**src/rtl/bitalias_pkg.sv**
```systemverilog
package bitalias_pkg;

    typedef enum logic [1:0] {
        ACC_BYTE = 2'd0,
        ACC_HALF = 2'd1,
        ACC_WORD = 2'd2,
        ACC_WIDE = 2'd3
    } acc_size_e;

    typedef enum logic [1:0] {
        ST_IDLE,
        ST_FETCH,
        ST_STORE,
        ST_DONE
    } seq_state_e;

    localparam int UNIT_W = 32;
    localparam int IDX_W  = 5;

    typedef struct packed {
        logic [31:0]      taddr;
        logic [IDX_W-1:0] idx;
        acc_size_e        size;
        logic             write;
        logic             wbit;
    } alias_op_t;

    function automatic logic [UNIT_W-1:0] unit_mask(acc_size_e s);
        case (s)
            ACC_BYTE: return 32'h0000_00FF;
            ACC_HALF: return 32'h0000_FFFF;
            default:  return 32'hFFFF_FFFF;
        endcase
    endfunction

endpackage

```
**src/rtl/bitalias_decode.sv**
```systemverilog
module bitalias_decode
    import bitalias_pkg::*;
#(
    parameter logic [31:0] TARGET_BASE = 32'h2000_0000,
    parameter int          WIN_BITS    = 25,
    parameter int          BIT_SHIFT   = 5
) (
    input  logic [31:0]      alias_addr,
    input  acc_size_e        size,
    output logic [31:0]      taddr,
    output logic [IDX_W-1:0] idx
);
    localparam logic [31:0] WIN_MASK = (32'd1 << WIN_BITS) - 32'd1;

    logic [31:0] raw_addr;
    logic        unused_hi;

    assign unused_hi = ^alias_addr[31:WIN_BITS];
    assign raw_addr  = TARGET_BASE | ((alias_addr & WIN_MASK) >> BIT_SHIFT);

    always_comb begin
        case (size)
            ACC_BYTE: begin
                taddr = raw_addr;
                idx   = {2'b00, alias_addr[4:2]};
            end
            ACC_HALF: begin
                taddr = raw_addr & ~32'd1;
                idx   = {1'b0, alias_addr[5:2]};
            end
            default: begin
                taddr = raw_addr & ~32'd3;
                idx   = alias_addr[6:2];
            end
        endcase
    end
endmodule

```
**src/rtl/bitalias_merge.sv**
```systemverilog
module bitalias_merge
    import bitalias_pkg::*;
(
    input  logic [UNIT_W-1:0] unit,
    input  acc_size_e         size,
    input  logic [IDX_W-1:0]  idx,
    input  logic              wbit,
    output logic              rbit,
    output logic [UNIT_W-1:0] merged
);
    logic [UNIT_W-1:0] sel;

    assign sel    = {{(UNIT_W-1){1'b0}}, 1'b1} << idx;
    assign rbit   = |(unit & sel);
    assign merged = (wbit ? (unit | sel) : (unit & ~sel)) & unit_mask(size);
endmodule

```
**src/rtl/bitalias_seq.sv**
```systemverilog
module bitalias_seq
    import bitalias_pkg::*;
(
    input  logic       clk,
    input  logic       rst,
    input  logic       s_req,
    input  logic       op_write,
    input  logic       m_ready,
    output logic       accept,
    output logic       capture,
    output logic       m_req,
    output logic       m_write,
    output logic       s_ready
);
    seq_state_e state, state_nx;

    assign accept  = (state == ST_IDLE) && s_req;
    assign capture = (state == ST_FETCH) && m_ready;
    assign m_req   = (state == ST_FETCH) || (state == ST_STORE);
    assign m_write = (state == ST_STORE);
    assign s_ready = (state == ST_DONE);

    always_comb begin
        state_nx = state;
        case (state)
            ST_IDLE:  if (s_req) state_nx = ST_FETCH;
            ST_FETCH: if (m_ready) state_nx = op_write ? ST_STORE : ST_DONE;
            ST_STORE: if (m_ready) state_nx = ST_DONE;
            default:  state_nx = ST_IDLE;
        endcase
    end

    always_ff @(posedge clk) begin
        if (rst) state <= ST_IDLE;
        else     state <= state_nx;
    end

    // the write-back follows the fetch with no gap in m_req
    assert_hold_req_R8: assert property (@(posedge clk) disable iff (rst)
        (state == ST_FETCH && m_ready && op_write) |=> (m_req && m_write));

    // completion is a single-cycle pulse
    assert_ready_pulse_R9: assert property (@(posedge clk) disable iff (rst)
        s_ready |=> !s_ready);

    // completion comes right after a target handshake
    assert_ready_after_hs_R9: assert property (@(posedge clk) disable iff (rst)
        s_ready |-> $past(m_req && m_ready));
endmodule

```
**src/rtl/bitalias_bridge.sv**
```systemverilog
module bitalias_bridge
    import bitalias_pkg::*;
#(
    parameter logic [31:0] TARGET_BASE = 32'h2000_0000,
    parameter int          WIN_BITS    = 25
) (
    input  logic        clk,
    input  logic        rst,
    input  logic        s_req,
    input  logic [31:0] s_addr,
    input  logic [1:0]  s_size,
    input  logic        s_write,
    input  logic [31:0] s_wdata,
    output logic        s_ready,
    output logic [31:0] s_rdata,
    output logic        m_req,
    output logic        m_write,
    output logic [31:0] m_addr,
    output logic [1:0]  m_size,
    output logic [31:0] m_wdata,
    input  logic        m_ready,
    input  logic [31:0] m_rdata
);
    alias_op_t         op_q;
    logic [UNIT_W-1:0] unit_q;
    logic [31:0]       dec_taddr;
    logic [IDX_W-1:0]  dec_idx;
    logic              accept, capture, rbit;
    logic [UNIT_W-1:0] merged;
    logic              unused_wdata_hi;

    assign unused_wdata_hi = ^s_wdata[31:1];

    bitalias_decode #(
        .TARGET_BASE (TARGET_BASE),
        .WIN_BITS    (WIN_BITS),
        .BIT_SHIFT   (5)
    ) i_decode (
        .alias_addr (s_addr),
        .size       (acc_size_e'(s_size)),
        .taddr      (dec_taddr),
        .idx        (dec_idx)
    );

    bitalias_seq i_seq (
        .clk      (clk),
        .rst      (rst),
        .s_req    (s_req),
        .op_write (op_q.write),
        .m_ready  (m_ready),
        .accept   (accept),
        .capture  (capture),
        .m_req    (m_req),
        .m_write  (m_write),
        .s_ready  (s_ready)
    );

    bitalias_merge i_merge (
        .unit   (unit_q),
        .size   (op_q.size),
        .idx    (op_q.idx),
        .wbit   (op_q.wbit),
        .rbit   (rbit),
        .merged (merged)
    );

    always_ff @(posedge clk) begin
        if (rst) begin
            op_q   <= '0;
            unit_q <= '0;
        end else begin
            if (accept) begin
                op_q.taddr <= dec_taddr;
                op_q.idx   <= dec_idx;
                op_q.size  <= acc_size_e'(s_size);
                op_q.write <= s_write;
                op_q.wbit  <= s_wdata[0];
            end
            if (capture) unit_q <= m_rdata & unit_mask(op_q.size);
        end
    end

    assign m_addr  = op_q.taddr;
    assign m_size  = op_q.size;
    assign m_wdata = merged;
    assign s_rdata = (s_ready && !op_q.write) ? {31'd0, rbit} : 32'd0;

    // target address and size hold while the target stalls
    assert_addr_stable_R4: assert property (@(posedge clk) disable iff (rst)
        (m_req && !m_ready) |=> ($stable(m_addr) && $stable(m_size)));

    // the write-back differs from the fetched unit in at most one bit
    assert_one_bit_R6: assert property (@(posedge clk) disable iff (rst)
        (m_req && m_write) |-> ($countones(m_wdata ^ unit_q) <= 1));

    // read responses carry only bit 0
    assert_rd_result_R5: assert property (@(posedge clk) disable iff (rst)
        s_ready |-> (s_rdata[31:1] == 31'd0));

    // a read never reaches the target as a write
    assert_no_write_on_read_R5: assert property (@(posedge clk) disable iff (rst)
        (m_req && m_write) |-> op_q.write);
endmodule

```
**config.mk**
```make
export PLATFORM = sky130hd
export DESIGN_NAME = bitalias_bridge
export DESIGN_NICKNAME = d
export VERILOG_FILES = /design/src/rtl/bitalias_pkg.sv /design/src/rtl/bitalias_decode.sv /design/src/rtl/bitalias_merge.sv /design/src/rtl/bitalias_seq.sv /design/src/rtl/bitalias_bridge.sv
export SDC_FILE = /design/constraint.sdc
export NUM_CORES = 1
export LEC_CHECK = 0
export BUFFER_PORTS_ARGS = -buffer_cell sky130_fd_sc_hd__buf_2
export CORE_ASPECT_RATIO = 0.75
export CORE_MARGIN = 2
export CORE_UTILIZATION = 41
export DETAILED_ROUTE_END_ITERATION = 10
export PLACE_DENSITY = 0.85
export SLEW_MARGIN = 15
export SYNTH_ARGS = -nofsm -noshare
export SYNTH_HDL_FRONTEND = slang
export SYNTH_SLANG_ARGS = --single-unit
export TNS_END_PERCENT = 10
```
**constraint.sdc**
```tcl
create_clock -name clk -period 1.8 [get_ports clk]
set_input_delay 0.09 -clock clk [delete_from_list [all_inputs] [get_ports clk]]
set_output_delay 0.09 -clock clk [all_outputs]
set_load 0.03 [all_outputs]
```
==> results of run 1 <==
where the power goes:
group          total (uW)  leakage [uW]  switching (uW)  internal (uW)
Clock                1870      0.000153             650           1220
Sequential           1750      0.000524             146           1610
Combinational        2290       0.00165            1470            822
Total                5920       0.00232            2270           3650
cells in the final DEF (no fill, tap or decap), types with 6 or more instances in the layout:
master and instances:
a21oi_1 61, nor2_1 25, dlygate4sd3_1 30, mux2_2 9
inv_1 6, nor2b_1 9, buf_6 11, a21boi_1 7
a22oi_1 10, nand3_1 28, mux2i_1 11, conb_1 42
clkbuf_16 9, buf_4 53, nand4_1 10, dfxtp_1 59
nand2_1 120, buf_2 101
final cells by class:
type,count,area share [%]
clock buffers,10,4.24
multi-input cells,399,40.8
inverters,7,0.534
clock inverters,6,1.74
well taps,112,2.60
repair buffers,199,26.0
flip-flops and latches,64,24.1
sequential cells by signal (all words and copies together), names as in the netlist:
signal	cells
m_addr	21
op_q	7
unit_q	32
m_size	2
i_seq.state	2
cell families (layout without fill, tap and decap cells):
family,count (synthesis),in the layout
mux,21,21
simple gates,219,219
flops,64,64
fa+ha+maj,4,4
other cells,1,42
compound gates,113,113
buf+inv,92,222
critical path: cells and delay by family (launching register included):
| family | cells | cell delay (ps) |
|---|---|---|
| flip-flops | 1 | 370 |
| AO/OA/AOI/OAI | 3 | 720 |
| multiplexers | 1 | 340 |
| AND/OR/NAND/NOR | 1 | 60 |
| buffers and inverters | 2 | 320 |
final timing paths:
kind                    start          to  slack [ps]  cells past startpoint
setup / recovery      op_q[4]  s_rdata[0]        -430                      7
hold / removal    m_rdata[10]  unit_q[10]          10                      3
setup reg to reg    m_size[1]   unit_q[9]          80                      4
hold reg to reg     m_addr[4]   m_addr[4]         450                      2
metal layers:
metal / GRT usage, % / wire [um] / up-vias / part of all wire (%)
met2: 40.1 / 5810 / 234 / 49
li1: - / - / 1999 / -
met3: 6.22 / 1040 / 18 / 8.7
met5: 0 / 0 / - / 0
met4: 9.98 / 202 / 0 / 1.7
met1: 29.0 / 4910 / 1950 / 41
per-stage QoR:
step / utilization, % / worst slack, ps
3_3_place_gp: 50.5 / -178
5_1_grt: 60.1 / -460
4_1_cts: 59.3 / -424
2_1_floorplan: - / -122
6_report: 60.1 / -430
3_5_place_dp: 50.5 / -216
timing repair:
action / 4_1_cts / 5_1_grt
pin swaps: 8 / 4
setup buffers: 1 / 0
endpoints found under the setup margin: 33 / 33
gates cloned: 0 / 0
hold endpoints to repair: 30 / 0
resized for setup: 65 / 26
hold buffers: 30 / 0
==> flow_summary.yaml, run 1 <==
finish:
  drive_gt1_share_pct: 32.7
  seqCellArea_um2: 1300
  nFillCells: 767
  final_area_um2: 5390
  n_antenna_cell: 0
  syn_to_final_growth_pct: 43.9
  nets: 787
  layout.cells.non_filler: 797
  multiInputGateArea_um2: 2200
drt:
  drt_iter0_drc: 435
  wirelength_um: 12000
  antenna_left: 0
  viasPerCell: 5.27
  routedWlPerCell_um: 15.0
  drc: 0
  first_pass_iters: 5
  vias: 4201
power:
  finalPower_uw: 5920
  leakage_uw: 0.00232
  p_per_area_nw_per_um2: 1100
  peakVddDrop_mv: 0.901
clock_network:
  insertion_delay_ps: 340
  cts_buffers: 9
  h-tree-depth: 3
  clkTransAtPathRegs_ps: 50
  root_buffer: "clkbuf_16"
  cts_max_path_buffers: 2
  clock-sinks: 64
  cts_tree: "built"
worst_setup_path:
  crit_path_end_kind: "output port"
  cpPeakStageDelay_ps: 370
  arrival_ps: 2140
  critPathKind: "flop to output port"
  critical_path_peak_fanout: 23
  cpMaxStageDelayCell: "dfxtp_4"
  cp_cell_sequence: "buf_12 > mux2_2 > a32oi_1 > a2bb2oi_1 > nor2_1 > o31a_1 > buf_6"
  critPathRequiredTime_ps: 1710
  startpoint_type: "flop"
sta:
  finalSetupTns_ps: -3800
  period_share_pct: 124
  worst_slack_ps: -430
  fmax_mhz: 448
  whs_ps: 11.9
  max-slew-margin-rel_pct: 46.3
  slew_violations: 0
  tightestPinTransition_ps: 802
  setup-violations-final: 27
  rsz0062_at_grt: "yes"
  hold_viol: 0
  skew_ps: 8.59
  period_needed_ps: 2230
logic_synthesis:
  ys_types: 46
  ys_warn_count: 0
  synthTopCellsByArea: "dfxtp_1 34%, nand2_1 12%, buf_4 8.6%"
  synth_top_cells_by_count: "122 x nand2_1, 64 x dfxtp_1, 61 x a21oi_1"
  synth_top_family_by_area: "simple AND/OR/NAND/NOR gates"
  yosys.area.top_type_share_pct: 34.2
  yosys.area_share.simple_pct: 25.8
  synth-seq-area-share_pct: 34.2
  syn-instance-count: 514
  synth_fa_ha_area_share_pct: 1.34
  synth_compound_area_share_pct: 18.5
  synth_xor_area_share_pct: 0
  async_flop_share_pct: 0
  yosys-mux-area-fraction_pct: 6.24
  synth_seq_cells: 64
  synth_top_cell_by_area: "dfxtp_1"
  synth.most_common_cell: "nand2_1"
  synth_area_um2: 3750
  ys.flop_type: "dfxtp_1"
  synth_edf_count: 0
  syn_avg_cell_area_um2: 7.29
placed_design:
  detailed_place.area_um2: 4530
  port_buffers: 121
  dpl.hpwl_um: 8360
  globalplace.congestion: 0.918
  post-place-cells: 750
global_routing:
  antenna_found_initial: 0
  grt_pass1_vias: 3893
  grt.total_usage_pct: 23.8
  grt_first_pass_wirelength_um: 18400
  overflow: 0
  grt_max_degree: 35
floorplan:
  die_width_um: 114
  ios: 204
  die-area_um2: 9930
  start_util_pct: 41.8
  die_h_um: 86.8
  coreArea_um2: 8970
  core.rowCount: 30
min_path:
  hp-class: "primary input to flop"
job:
  cap_violations: 0
status:
  status: "finished with violations"
  violations: "negative setup slack"
Note: power is estimated with default switching activity, not from simulation.
==> run 2, diff against run 1 <==
--- a/config.mk
+++ b/config.mk
@@ -6,12 +6,13 @@
 export NUM_CORES = 1
 export LEC_CHECK = 0
 export BUFFER_PORTS_ARGS = -buffer_cell sky130_fd_sc_hd__buf_2
+export CAP_MARGIN = 20
 export CORE_ASPECT_RATIO = 0.75
 export CORE_MARGIN = 2
 export CORE_UTILIZATION = 41
 export DETAILED_ROUTE_END_ITERATION = 10
 export PLACE_DENSITY = 0.85
-export SLEW_MARGIN = 15
+export SLEW_MARGIN = 20
 export SYNTH_ARGS = -nofsm -noshare
 export SYNTH_HDL_FRONTEND = slang
 export SYNTH_SLANG_ARGS = --single-unit
==> constraint.sdc (replaced) <==
create_clock -name clk -period 2 [get_ports clk]
set_input_delay 0.1 -clock clk [delete_from_list [all_inputs] [get_ports clk]]
set_output_delay 0.1 -clock clk [all_outputs]
set_load 0.03 [all_outputs]
==> run 2 against run 1 <==
- the run still ends with negative setup slack left
- core utilization shrank 6.3 points
- cell area shrank 11%
- clock skew shrank 4.5 ps
- critical endpoint unchanged
- worst hold slack lost 0.77 ps
- via count shrank 6.3%
- sequential share of layout area grew 2.7 points
- sequential power shrank 9.7%
- critical path type unchanged
- die area is the same
- worst setup slack gained 200 ps
==> flow_summary.yaml, run 2 (synthesis gave the netlist of run 1 again) <==
status:
  status: "finished with violations"
  violations: "negative setup slack"
drt:
  drt_iter0_drc: 245
  vias: 3936
  drc: 0
  first_pass_iters: 5
  routedWlPerCell_um: 14.6
  viasPerCell: 5.22
  antenna_left: 0
  wirelength_um: 11000
sta:
  max-slew-margin-rel_pct: 45.4
  fmax_mhz: 449
  period_needed_ps: 2230
  tightestPinTransition_ps: 816
  period_share_pct: 111
  finalSetupTns_ps: -286
  setup-violations-final: 2
  skew_ps: 4.09
  rsz0062_at_grt: "yes"
  slew_violations: 0
  hold_viol: 0
  worst_slack_ps: -230
power:
  peakVddDrop_mv: 0.636
  leakage_uw: 0.00208
  p_per_area_nw_per_um2: 1040
finish:
  drive_gt1_share_pct: 30.4
  nFillCells: 853
  final_cell_mix: "122 x nand2_1, 115 x buf_2, 61 x a21oi_1"
  largest_register: "unit_q"
  syn_to_final_growth_pct: 28.7
  layout.cells.non_filler: 754
  n_antenna_cell: 0
  layout_commonest_cell: "nand2_1"
  largest_reg_flops: 32
  nets: 744
clock_network:
  cts_max_path_buffers: 2
  root_buffer: "clkbuf_16"
  cts_setup_buffers: 0
  h-tree-depth: 3
  cts_buffers: 9
  clkTransAtPathRegs_ps: 50
  cts_tree: "built"
  hold_buffers: 0
  insertion_delay_ps: 320
  clock-sinks: 64
worst_setup_path:
  critPathKind: "flop to output port"
  crit_path_end_kind: "output port"
  startpoint_type: "flop"
  critical_path_peak_fanout: 2
  critPathRequiredTime_ps: 1900
  arrival_ps: 2130
floorplan:
  core.rowCount: 30
  ios: 204
  die_h_um: 86.8
  die_width_um: 114
  start_util_pct: 41.8
  coreArea_um2: 8970
  die-area_um2: 9930
global_routing:
  grt.total_usage_pct: 21.9
  grt_pass1_vias: 3616
  overflow: 0
  antenna_found_initial: 0
  grt_max_degree: 35
  grt_first_pass_wirelength_um: 17300
min_path:
  hp-class: "primary input to flop"
placed_design:
  post-place-cells: 738
  dpl.hpwl_um: 8330
  globalplace.congestion: 0.923
  port_buffers: 121
job:
  cap_violations: 0
-- run 2: final timing paths --
kind / endpoint / cells past startpoint / slack (ps) / start
worst max register to register: m_addr[15] / 6 / 220 / i_seq.state[0]
worst min register to register: m_addr[4] / 2 / 450 / m_addr[4]
worst max-delay path: s_rdata[0] / 6 / -230 / op_q[4]
worst min-delay path: m_addr[4] / 3 / 10 / s_addr[9]
-- run 2: repair_timing --
action	CTS	global route
resized for setup	17	16
pin swaps	3	1
endpoints found under the setup margin	23	24
cloned	0	0
-- run 2: critical path, stage by stage (launching register included) --
cell and delay [ps]:
dfxtp_4 360, mux4_2 500, nor3b_4 170, a2111oi_4 210
nand3_1 130, o31a_1 280, buf_6 150
-- run 2: layout make-up --
cell class | count | area (um2) | share of cell area [%]
Multi-Input combinational cell | 399 | 2150 | 44.5
Clock inverter | 3 | 40.0 | 0.830
Sequential cell | 64 | 1290 | 26.8
Inverter | 7 | 26.3 | 0.545
Clock buffer | 13 | 260 | 5.39
Tap cell | 112 | 140 | 2.90
Timing Repair Buffer | 156 | 918 | 19.0
-- run 2: stage by stage --
step / hold slack (ps) / total power [uW] / utilization, % / cell area [um2] / worst slack [ps]
floorplan: 236 / 2890 / - / 3900 / 68.1
global placement: 339 / 3330 / 49.4 / 4430 / -1.85
detailed placement: 347 / 3400 / 49.4 / 4430 / -81.0
CTS: 3.98 / 5000 / 53.3 / 4780 / -251
global route: 17.3 / 5260 / 53.8 / 4820 / -294
finish: 11.2 / 5010 / 53.8 / 4820 / -230
-- run 2: report_power, final --
| group | total, uW | switching [uW] | internal [uW] |
|---|---|---|---|
| clock | 1560 | 530 | 1030 |
| sequential | 1580 | 136 | 1450 |
| combinational | 1870 | 1260 | 610 |
| total | 5010 | 1920 | 3090 |
-- run 2: per-layer routing --
metal  wire length [um]  up-vias  global-route usage (%)
li1                   -     1908                       -
met1               4680     1828                    27.7
met2               5340      184                    36.5
met3                844       16                    5.59
met4                155        0                    7.54
met5                  0        -                       0
==> run 3, diff against run 2 <==
--- a/config.mk
+++ b/config.mk
@@ -11,7 +11,7 @@
 export CORE_MARGIN = 2
 export CORE_UTILIZATION = 41
 export DETAILED_ROUTE_END_ITERATION = 10
-export PLACE_DENSITY = 0.85
+export PLACE_DENSITY = 0.76
 export SLEW_MARGIN = 20
 export SYNTH_ARGS = -nofsm -noshare
 export SYNTH_HDL_FRONTEND = slang
==> constraint.sdc (replaced) <==
create_clock -name clk -period 1.9 [get_ports clk]
set_input_delay 0.095 -clock clk [delete_from_list [all_inputs] [get_ports clk]]
set_output_delay 0.095 -clock clk [all_outputs]
set_load 0.03 [all_outputs]
==> run 3 against run 2 <==
- the run still ends with negative setup slack left
- sequential power grew 5%
- worst setup slack lost 120 ps
- core utilization grew 6.8 points
- non-clock buffer count grew 41
- routed wire length grew 6.6%
- worst hold slack lost 3.9 ps
- cell area grew 13%
- critical path depth is the same
- clock-buffer cell count shrank 3
- die area is the same
- clock power grew 17%
- critical endpoint unchanged
- largest cell class unchanged
- largest power group unchanged
- highest routed layer unchanged
==> flow_summary.yaml, run 3 (synthesis gave the netlist of run 1 again) <==
power:
  peakVddDrop_mv: 0.725
  leakage_uw: 0.00234
  finalPower_uw: 5730
  p_per_area_nw_per_um2: 1050
placed_design:
  port_buffers: 121
  place_ws_ps: -107
  detailed_place.area_um2: 4520
  dpl.hpwl_um: 8400
  post-place-cells: 747
  globalplace.congestion: 0.934
worst_setup_path:
  critical_path_peak_fanout: 3
  cpPeakStageDelay_ps: 520
  crit_buf_inv: 1
  cp_cell_sequence: "mux4_2 > nor3b_4 > a2111oi_4 > nand3_1 > o31a_1 > buf_6"
  reg2reg_from: "m_size[0]"
  cpMaxStageDelayCell: "mux4_2"
  startpoint_type: "flop"
  cp_top_family: "multiplexers"
  r2r_slack_ps: 260
  crit_path_end_kind: "output port"
  critPathKind: "flop to output port"
  r2r_end: "unit_q[11]"
  critPathRequiredTime_ps: 1800
  r2r_cells: 4
  arrival_ps: 2160
finish:
  largest_reg_flops: 32
  layout.cells.non_filler: 795
  syn_to_final_growth_pct: 45.1
  drive_gt1_share_pct: 34.7
  layout_commonest_cell: "nand2_1"
  n_antenna_cell: 0
  final_util_pct: 60.6
  nets: 785
  final_cell_mix: "116 x nand2_1, 98 x buf_2, 62 x buf_4"
  final_area_um2: 5440
  largest_register: "unit_q"
job:
  cap_violations: 0
sta:
  worst_slack_ps: -352
  max-slew-margin-rel_pct: 48.1
  rsz0062_at_grt: "yes"
  fmax_mhz: 444
  period_needed_ps: 2250
  hold_viol: 0
  period_share_pct: 119
  setup-violations-final: 21
  skew_ps: 6.06
  slew_violations: 0
  tightestPinTransition_ps: 776
global_routing:
  antenna_found_initial: 0
  overflow: 0
  grt.total_usage_pct: 23.2
  grt_pass1_vias: 3718
  grt_max_degree: 39
  grt_first_pass_wirelength_um: 18200
clock_network:
  cts_buffers: 9
  insertion_delay_ps: 340
  clkTransAtPathRegs_ps: 60
  root_buffer: "clkbuf_16"
  clock-sinks: 64
  cts_max_path_buffers: 2
  cts_tree: "built"
  h-tree-depth: 3
drt:
  drt_iter0_drc: 312
  wirelength_um: 11700
  first_pass_iters: 5
  antenna_left: 0
  viasPerCell: 5.11
  drc: 0
  vias: 4063
  routedWlPerCell_um: 14.8
min_path:
  min_path_cells: 3
  whs_endpoint: "unit_q[2]"
  hp-start: "m_rdata[2]"
  hp-class: "primary input to flop"
floorplan:
  die_width_um: 114
  start_util_pct: 41.8
  ios: 204
  coreArea_um2: 8970
  core.rowCount: 30
  die-area_um2: 9930
  die_h_um: 86.8
status:
  status: "finished with violations"
  violations: "negative setup slack"
## run 3: cell types whose count changed in the layout (fill, tap and decap cells not counted), sizes merged
cell,change
clkbuf,-2
bufinv,+1
inv,+2
clkdlybuf4s15,+1
clkinv,-1
clkinvlp,+1
buf,+20
dlygate4sd3,+19
## run 3: metrics by stage
step,hold slack (ps),setup TNS [ps]
after detailed placement,340,-253
after global placement,335,-121
after floorplan,231,-81.0
after CTS,0.0776,-1540
after global routing,3.81,-3100
final,7.31,-1350
## run 3: worst max path at each step
stage	startpoint	end	slack, ps	cells past startpoint
after floorplan	op_q[7]	m_wdata[21]	-30	5
after global placement	op_q[4]	s_rdata[0]	-100	6
after detailed placement	op_q[4]	s_rdata[0]	-110	6
after CTS	op_q[4]	s_rdata[0]	-320	6
after global routing	op_q[4]	s_rdata[0]	-410	6
final	op_q[4]	s_rdata[0]	-350	6
## run 3: routing by layer
metal / GRT usage [%] / wire (um) / vias to the layer above / part of all wire, %
met5: 0 / 0 / - / 0
met4: 8.43 / 158 / 0 / 1.3
met3: 6.57 / 954 / 17 / 8.1
met2: 36.6 / 5550 / 178 / 47
met1: 30.5 / 5080 / 1873 / 43
li1: - / - / 1995 / -
## run 3: worst register-to-register path: stages, from the launching register on
cell and delay [ps]:
dfxtp_1 320, nor2_1 590, nor2_1 320, a22oi_1 240, nor2_1 60
## run 3: power by group
| part | leakage [uW] | internal (uW) | switching (uW) | total (uW) |
|---|---|---|---|---|
| sequential | 0.000524 | 1520 | 138 | 1660 |
| combinational | 0.00166 | 843 | 1410 | 2250 |
| clock | 0.000159 | 1190 | 630 | 1820 |
## run 3: area by class of cell
class / count / area [um2]
repair buffers: 197 / 1410
flip-flops and latches: 64 / 1300
clock buffers: 10 / 239
inverters: 7 / 26.3
fillers: 781 / 3530
multi-input cells: 399 / 2230
well taps: 112 / 140
clock inverters: 6 / 90.1
## run 3: timing repair
| action | 4_1_cts | 5_1_grt |
|---|---|---|
| setup endpoints to repair | 32 | 33 |
| hold buffers | 19 | 0 |
| pin swaps | 3 | 7 |
| gates resized for setup | 39 | 57 |
| buffers inserted | 2 | 9 |
| endpoints found under the hold margin | 19 | 0 |
| gates cloned | 0 | 2 |
